### config.mk
export PLATFORM = sky130hd
export DESIGN_NAME = prescaled_interval_timer
export DESIGN_NICKNAME = d
export VERILOG_FILES = /design/src/rtl/prescaled_interval_timer.sv
export SDC_FILE = /design/constraint.sdc
export NUM_CORES = 1
export LEC_CHECK = 0
export ABC_AREA = 1
export CAP_MARGIN = 10
export CORE_MARGIN = 2
export CORE_UTILIZATION = 57
export DETAILED_ROUTE_END_ITERATION = 8
export GPL_ROUTABILITY_DRIVEN = 0
export PLACE_DENSITY_LB_ADDON = 0.05
export SLEW_MARGIN = 10
export SYNTH_ARGS = -nofsm -noshare
export SYNTH_HDL_FRONTEND = slang
export SYNTH_SLANG_ARGS = --single-unit
### constraint.sdc
create_clock -name clk -period 4.2 [get_ports clk]
set_input_delay 0.84 -clock clk [delete_from_list [all_inputs] [get_ports clk]]
set_output_delay 0.84 -clock clk [all_outputs]
set_load 0.005 [all_outputs]
### src/rtl/prescaled_interval_timer.sv
module prescaled_interval_timer #(
  parameter int NCH = 6,
  parameter int DW = 32,
  parameter int PSC_BITS = 3,
  localparam int AW = $clog2(4 * (NCH + 1)),
  localparam int PW = (1 << PSC_BITS) - 1
) (
  input  logic          clk,
  input  logic          rst,
  input  logic          tick_slow,
  input  logic          tick_main,
  input  logic          tick_alt,
  input  logic          reg_wr,
  input  logic [AW-1:0] reg_addr,
  input  logic [DW-1:0] reg_wdata,
  output logic [DW-1:0] reg_rdata,
  output logic          irq_o
);

  logic [NCH-1:0] en_q, rld_q, rld_done_q, mode_q;
  logic [NCH-1:0] irq_en_q, irq_sta_q;
  logic [NCH-1:0] hit, wr_ctrl;
  logic [1:0]     src_q  [NCH];
  logic [PSC_BITS-1:0] psc_q [NCH];
  logic [PW-1:0]  pcnt_q [NCH];
  logic [DW-1:0]  ivl_q  [NCH];
  logic [DW-1:0]  cur_q  [NCH];

  wire wr_ien = reg_wr && reg_addr == AW'(0);
  wire wr_sta = reg_wr && reg_addr == AW'(1);

  for (genvar c = 0; c < NCH; c++) begin : g_ch
    localparam logic [AW-1:0] BASE = AW'(4 * (c + 1));
    logic src_tick, fire, count;
    logic [PW-1:0] mask;

    assign wr_ctrl[c] = reg_wr && reg_addr == BASE;
    wire   wr_ivl     = reg_wr && reg_addr == BASE + AW'(1);

    always_comb begin
      case (src_q[c])
        2'd0:    src_tick = tick_slow;
        2'd1:    src_tick = tick_main;
        2'd2:    src_tick = tick_alt;
        default: src_tick = 1'b0;
      endcase
    end

    assign mask  = ~({PW{1'b1}} << psc_q[c]);
    assign fire  = en_q[c] && src_tick && ((pcnt_q[c] & mask) == mask);
    assign count = fire && !rld_q[c] && !wr_ctrl[c];
    assign hit[c] = count && cur_q[c] == DW'(1);

    always_ff @(posedge clk) begin
      if (rst) begin
        en_q[c] <= 1'b0; rld_q[c] <= 1'b0; rld_done_q[c] <= 1'b0; mode_q[c] <= 1'b0;
        src_q[c] <= '0; psc_q[c] <= '0; pcnt_q[c] <= '0;
        ivl_q[c] <= '0; cur_q[c] <= '0;
      end else begin
        if (!en_q[c] || rld_q[c]) pcnt_q[c] <= '0;
        else if (src_tick)        pcnt_q[c] <= pcnt_q[c] + PW'(1);

        if (wr_ivl) ivl_q[c] <= reg_wdata;

        if (wr_ctrl[c]) begin
          en_q[c]       <= reg_wdata[0];
          rld_q[c]      <= reg_wdata[1];
          src_q[c]      <= reg_wdata[3:2];
          psc_q[c]      <= reg_wdata[4 +: PSC_BITS];
          mode_q[c]     <= reg_wdata[7];
          rld_done_q[c] <= 1'b0;
        end else if (rld_q[c]) begin
          if (!rld_done_q[c]) begin
            cur_q[c]      <= ivl_q[c];
            rld_done_q[c] <= 1'b1;
          end else begin
            rld_q[c]      <= 1'b0;
            rld_done_q[c] <= 1'b0;
          end
        end else if (count) begin
          if (cur_q[c] == '0) begin
            if (!mode_q[c]) cur_q[c] <= ivl_q[c];
            else            en_q[c]  <= 1'b0;
          end else begin
            cur_q[c] <= cur_q[c] - DW'(1);
            if (cur_q[c] == DW'(1) && mode_q[c]) en_q[c] <= 1'b0;
          end
        end
      end
    end

    a_r7_zero_sets_pending: assert property (@(posedge clk) disable iff (rst)
      hit[c] |=> irq_sta_q[c]);
    a_r7_pending_rises_at_zero: assert property (@(posedge clk) disable iff (rst)
      $rose(irq_sta_q[c]) |-> cur_q[c] == '0);
    a_r9_oneshot_stops: assert property (@(posedge clk) disable iff (rst)
      (hit[c] && mode_q[c]) |=> !en_q[c]);
    a_r3_reload_self_clears: assert property (@(posedge clk) disable iff (rst)
      (rld_q[c] && rld_done_q[c] && !wr_ctrl[c]) |=> !rld_q[c]);
    a_r3_reload_copies: assert property (@(posedge clk) disable iff (rst)
      (rld_q[c] && !rld_done_q[c] && !wr_ctrl[c]) |=> cur_q[c] == $past(ivl_q[c]));
  end

  always_ff @(posedge clk) begin
    if (rst) begin
      irq_en_q  <= '0;
      irq_sta_q <= '0;
    end else begin
      if (wr_ien) irq_en_q <= reg_wdata[NCH-1:0];
      irq_sta_q <= (irq_sta_q & ~(wr_sta ? reg_wdata[NCH-1:0] : '0)) | hit;
    end
  end

  assign irq_o = |(irq_sta_q & irq_en_q);

  always_comb begin
    reg_rdata = '0;
    if (reg_addr == AW'(0)) reg_rdata = DW'(irq_en_q);
    else if (reg_addr == AW'(1)) reg_rdata = DW'(irq_sta_q);
    for (int c = 0; c < NCH; c++) begin
      if (reg_addr == AW'(4 * (c + 1)))
        reg_rdata = DW'({mode_q[c], psc_q[c], src_q[c], rld_q[c], en_q[c]});
      else if (reg_addr == AW'(4 * (c + 1) + 1)) reg_rdata = ivl_q[c];
      else if (reg_addr == AW'(4 * (c + 1) + 2)) reg_rdata = cur_q[c];
    end
  end

  a_r11_irq_has_pending: assert property (@(posedge clk) disable iff (rst)
    irq_o |-> irq_sta_q != '0);
  a_r1_quiet_after_reset: assert property (@(posedge clk)
    $past(rst) |-> !irq_o && irq_sta_q == '0);

endmodule

## Word level (Yosys, flattened, before mapping)

Memory sizes are Yosys's and may differ from the RTL's.
Cells that the tools add are included.

| word-level totals | value |
|---|---|
| output and inout bits | 33 |
| input port bits | 43 |
| memories | 5 |
| bits in registers | 36 |
| RAM bits | 456 |
| logic and storage cells | 585 |

| operators by class | value |
|---|---|
| reduce and logical (&&, ||, !) cells | 112 |
| shifts and indexed selects | 6 |
| $add $sub $neg | 12 |
| eq/ne operators | 55 |
| bitwise gates (word level) | 64 |
| multiplexer cells | 305 |

Memory list:

| name | words | width | read ports | clocked after memory_dff | wr ports | RTL line | source |
|---|---|---|---|---|---|---|---|
| cur_q | 6 | 32 | 6 | 0 | 6 | 27 | `logic [DW-1:0] cur_q [NCH];` |
| ivl_q | 6 | 32 | 6 | 0 | 6 | 26 | `logic [DW-1:0] ivl_q [NCH];` |
| pcnt_q | 6 | 7 | 6 | 0 | 6 | 25 | `logic [PW-1:0] pcnt_q [NCH];` |
| psc_q | 6 | 3 | 6 | 0 | 6 | 24 | `logic [PSC_BITS-1:0] psc_q [NCH];` |
| src_q | 6 | 2 | 6 | 0 | 6 | 23 | `logic [1:0] src_q [NCH];` |

Operator list:

| kind | count |
|---|---|
| 32-bit 2-to-1 mux | 42 |
| 1-bit 2-to-1 mux | 230 |
| 32-bit by 1-bit == test with 1-bit output, second input constant | 6 |
| 32-bit logical NOT | 6 |
| 32-bit by 1-bit subtractor with 32-bit output, second input constant | 6 |
| 7-bit 2-to-1 mux | 12 |
| 1-bit logical AND | 50 |
| 1-bit OR | 48 |
| 5-bit == test, second input constant | 9 |
| 7-bit by 1-bit adder with 7-bit output, second input constant | 6 |
| 7-bit bitwise AND | 6 |
| 7-bit == test | 6 |
| 7-bit inverter | 6 |
| 7-bit by 3-bit << shifter with 7-bit output, first input constant | 6 |
| 5-bit by 4-bit == test with 1-bit output, second input constant | 6 |
| 4-bit AND reduction | 6 |
| 1-bit logical NOT | 18 |
| 3-bit 2-to-1 mux | 6 |
| 6-bit 2-to-1 mux | 3 |
| 3-bit != test, second input constant | 6 |
| 1-bit case mux with 3 select lines | 6 |
| 3-bit nonzero test | 6 |
| 5-bit by 3-bit == test with 1-bit output, second input constant | 3 |
| 6-bit bitwise AND | 2 |
| 13 further kinds | 53 |

## Longest topological paths before layout

Gate-level depths: netlist of run 1.

| depth | value |
|---|---|
| word-level depth | 21 |
| depth in mapped cells | 20 |
| mapped depth without buffers | 20 |

## Worst setup path before layout of run 1

No wires, ideal clock.

| timing | value |
|---|---|
| kind | input to register |
| start point | input port reg_addr[0] |
| end point | memory ivl_q[3][0] (enable) |
| stages | 7 |
| arrival | 3.992 ns |
| setup time | 0.466 ns |
| required time | 3.734 ns |
| path slack | -0.258 ns |
| path through | inv_1 -> nor2_1 -> nand2_1 -> nor2_1 -> buf_2 -> inv_1 -> o21ai_0 |

RTL lines:

| what | RTL line | source |
|---|---|---|
| start: declaration | 14 | `input logic [AW-1:0] reg_addr,` |
| end: declaration | 26 |  |

## Worst setup path after layout of run 1

| timing | value |
|---|---|
| start point | input port reg_addr[0] |
| end point | output port reg_rdata[15] |

| on the way | value |
|---|---|
| word-level cells in the longest chain between the ends | 19 |

Ends and longest elaborated chain:

| what | RTL line | source |
|---|---|---|
| 5-bit by 3-bit == test with 1-bit output | 124 | `else if (reg_addr == AW'(4 * (c + 1) + 2)) reg_rdata = cur_q[c];` |
| 32-bit 2-to-1 mux | 124 |  |
| 32-bit 2-to-1 mux | 123 | `else if (reg_addr == AW'(4 * (c + 1) + 1)) reg_rdata = ivl_q[c];` |
| 32-bit 2-to-1 mux | 121 | `if (reg_addr == AW'(4 * (c + 1)))` |
| 32-bit 2-to-1 mux | 124 |  |
| 32-bit 2-to-1 mux | 123 |  |
| 32-bit 2-to-1 mux | 121 |  |
| 32-bit 2-to-1 mux | 124 |  |
| [3 not listed] | n/a |  |
| 32-bit 2-to-1 mux | 123 |  |
| 32-bit 2-to-1 mux | 121 |  |
| 32-bit 2-to-1 mux | 124 |  |
| 32-bit 2-to-1 mux | 123 |  |
| 32-bit 2-to-1 mux | 121 |  |
| 32-bit 2-to-1 mux | 124 |  |
| 32-bit 2-to-1 mux | 123 |  |
| 32-bit 2-to-1 mux * | 121 |  |
| end: declaration | 16 | `output logic [DW-1:0] reg_rdata,` |

Every way passes the cells marked *; elsewhere a longest branch is shown, timed or not.

==> flow_summary.yaml, run 1 <==
status:
  outcome: "finished clean"
min_path:
  hp-class: "reg2reg"
  hold_start: "rld_done_q[0]"
timing:
  slew_viol_final: 0
  holdWs_ns: 0.473
  min_period_over_period: 0.980
  worst_slack_ns: 0.0853
  layout_min_cycle_time_ns: 4.11
  hold_violations: 0
  tns_ns: 0
  fmax_mhz: 243
  skew_ns: 0.0276
  rsz0062_at_grt: "yes"
  setup_violations: 0
  tightest_slew_ns: 1.13
  max-slew-margin-rel: 0.242
route:
  first_iter_violations: 3079
  drc: 0
  vias: 24820
  drtAntennaViolNets: 0
  wl_um: 85600
  drt_first_pass_iters: 6
  routedWlPerCell_um: 20.6
  viasPerCell: 5.99
yosys:
  synth_top_family_by_area: "simple AND/OR/NAND/NOR gates"
  syn-cell-area_mm2: 0.0279
  synth_edf_count: 456
  synthAdderAreaFrac: 0.00809
  syn_nets: 3398
  synth_mux_area_frac: 0
  synthFlopType: "edfxtp_1"
  ys_ff_latch: 492
  ys_seq_area_frac: 0.518
  synth_xor_area_frac: 0.0421
  synth_compound_area_frac: 0.102
  async_reset_ff_frac: 0
  synth_area_per_cell_um2: 8.35
  yosys_warnings: 0
  synth.distinct_cells: 60
  syn-instance-count: 3337
  yosys.area_share.simple: 0.263
finish:
  ff_latch_area_mm2: 0.0144
  multiInputGateArea_mm2: 0.0119
  fin_nets: 3542
  layout-drive-gt1-share: 0.115
  n_fill_cell: 4030
  post-route-util: 0.662
  area_growth_syn_to_layout_pct: 15.4
  diodes: 0
setup_path:
  r2r_slack_ns: 0.77
  path_class: "in2out"
  cp-startpoint: "reg_addr[0]"
  end_kind: "primary output"
  crit_path_max_fanout: 6
  cp_data_required_time_ns: 3.36
  startpoint_type: "primary input"
  cp.arrival_ns: 3.27
  worstReg2RegStart: "cur_q[3][0]"
global_routing:
  grt_antenna_before_repair: 0
  grt_pass1_vias: 23240
  gr-usage-all-layers: 0.336
  grt_start_max_net_pins: 40
  grt_pass1_wl_um: 130000
  grt_overflow: 0
clock_network:
  clock_latency_ns: 0.63
  root_buffer: "clkbuf_16"
  cts_tree: "yes"
  cts_made_buffers: 53
  cts_hold_buf: 0
  cts_sinks: 492
  clock_path_buffers: 3
  cts_max_level: 2
  clkTransAtPathRegs_ns: 0.06
pwr:
  p_per_area_mw_per_mm2: 359
  p_leak_nw: 12.8
  irDropWorstVdd_mv: 0.350
die:
  core_mm2: 0.0485
  io_pins: 76
  num_rows: 81
  initial_utilization: 0.574
  die_area_mm2: 0.0506
  chipHeight_um: 225
  die_width_um: 225
place:
  dp_hpwl_um: 62100
  io_buffers: 75
  place_ws_ns: -0.313
flow_run:
  max_cap_violations: 0
[what timing repair did]
item / 4_1_cts / 5_1_grt
endpoints found under the setup margin: 32 / 24
gates cloned: 1 / 0
gates resized for setup: 84 / 14
buffers inserted: 4 / 0
pin swaps: 25 / 6
[path summary, 6_finish.rpt]
| path | end | depth (start not counted) |
|---|---|---|
| worst max-delay path | reg_rdata[15] | 14 |
| worst min-delay path | rld_done_q[0] | 2 |
| worst max register to register | cur_q[3][4] | 12 |
| worst min register to register | rld_done_q[0] | 2 |
[stage by stage]
stage               instances  instance area (um^2)  power, mW
finish                   4147                 32100       11.5
global route             4147                 32100       11.8
CTS                      4147                 32100       11.6
global placement         4043                 30000       6.59
floorplan                3337                 27900       6.18
detailed placement       4043                 30000       6.61
[logic make-up (layout without fill, tap and decap cells)]
group,count (synthesis),after routing
and+or+nand+nor,1708,1708
AOI/OAI and AO/OA,508,508
xor gates and xnor gates,134,134
adders and majority gates,18,18
DFF,492,492
buffers and inverters,477,665
[critical path, cell delays in order]
cell             delay (ns)
dlygate4sd2_1          0.26
inv_2                  0.08
nand2_1                0.11
nor2_4                 0.05
nand2_2                0.15
clkinvlp_4             0.22
buf_4                  0.22
a21oi_1                0.19
o221ai_2               0.14
a21oi_2                0.16
nand4_1                0.11
a21oi_2                0.18
nand3_1                0.10
clkdlybuf4s50_1        0.45
[cells in the mapped netlist (all sizes together) (2+ instances only)]
cell type	instances	area (um^2)
o21a	4	30.0
clkbuf	75	282
xor2	97	850
nor3b	4	30.0
nand3b	3	22.5
a221oi	5	43.8
nand4	74	469
nor4	19	125
and3	4	25.0
a211oi	7	52.6
a31o	4	35.0
o31ai	5	37.5
a22o	3	26.3
edfxtp	456	13700
o2111ai	15	131
nor2	600	2420
clkinv	3	16.3
a31oi	15	93.8
nor3	49	275
o32ai	2	17.5
xnor2	37	324
buf	43	239
o21ai	221	1120
ha	18	225
a21boi	2	15.0
o211ai	18	135
nand3	211	1100
a21oi	171	856
or2	14	87.6
dfxtp	36	721
o22ai	30	188
inv	356	1340
and2	3	18.8
nand2	725	2740
[routing by layer]
layer,wire length (um),GRT usage
met1,35500,0.466
met2,38900,0.532
met3,7300,0.0415
met4,3890,0.150
met5,0,0
[registers in the layout, summed over array words and instances, names as in the netlist]
name,flops
cur_q,192
en_q,6
irq_en_q,6
irq_sta_q,6
ivl_q,192
mode_q,6
pcnt_q,42
psc_q,18
rld_done_q,6
rld_q,6
src_q,12
[cells in the final DEF (no fill, tap or decap), types with 28 or more instances in the layout]
cell type	n
buf_4	116
edfxtp_1	456
nand2_1	714
o21ai_0	171
nand4_1	73
o22ai_1	28
inv_1	324
clkbuf_16	53
xnor2_1	37
a21oi_1	139
o21ai_1	42
xor2_1	97
dfxtp_1	36
clkdlybuf4s50_1	52
nor2_2	45
nand3_1	197
a21oi_2	32
nor2_1	544
nor3_1	43
inv_2	29
[where the power goes]
group	switching [mW]	internal, mW
logic	0.553	0.269
registers	0.172	5.54
clock network	2.06	2.94
[layout make-up]
class	instances	share of cell area
Timing Repair Buffer	206	0.0587
Multi-Input combinational cell	2368	0.369
Sequential cell	492	0.448
Tap cell	622	0.0242
Timing Repair inverter	1	0.000234
Inverter	359	0.0423
Clock inverter	37	0.0139
Clock buffer	62	0.0435
No activity file was read; power rests on OpenSTA's default activity.
==> run 2: changes to the inputs <==
--- a/config.mk
+++ b/config.mk
@@ -16,3 +16,4 @@
 export SYNTH_ARGS = -nofsm -noshare
 export SYNTH_HDL_FRONTEND = slang
 export SYNTH_SLANG_ARGS = --single-unit
+export TNS_END_PERCENT = 100
==> results of run 2 <==
Same layout as run 1: the final DEF is identical, and so are final timing and power.
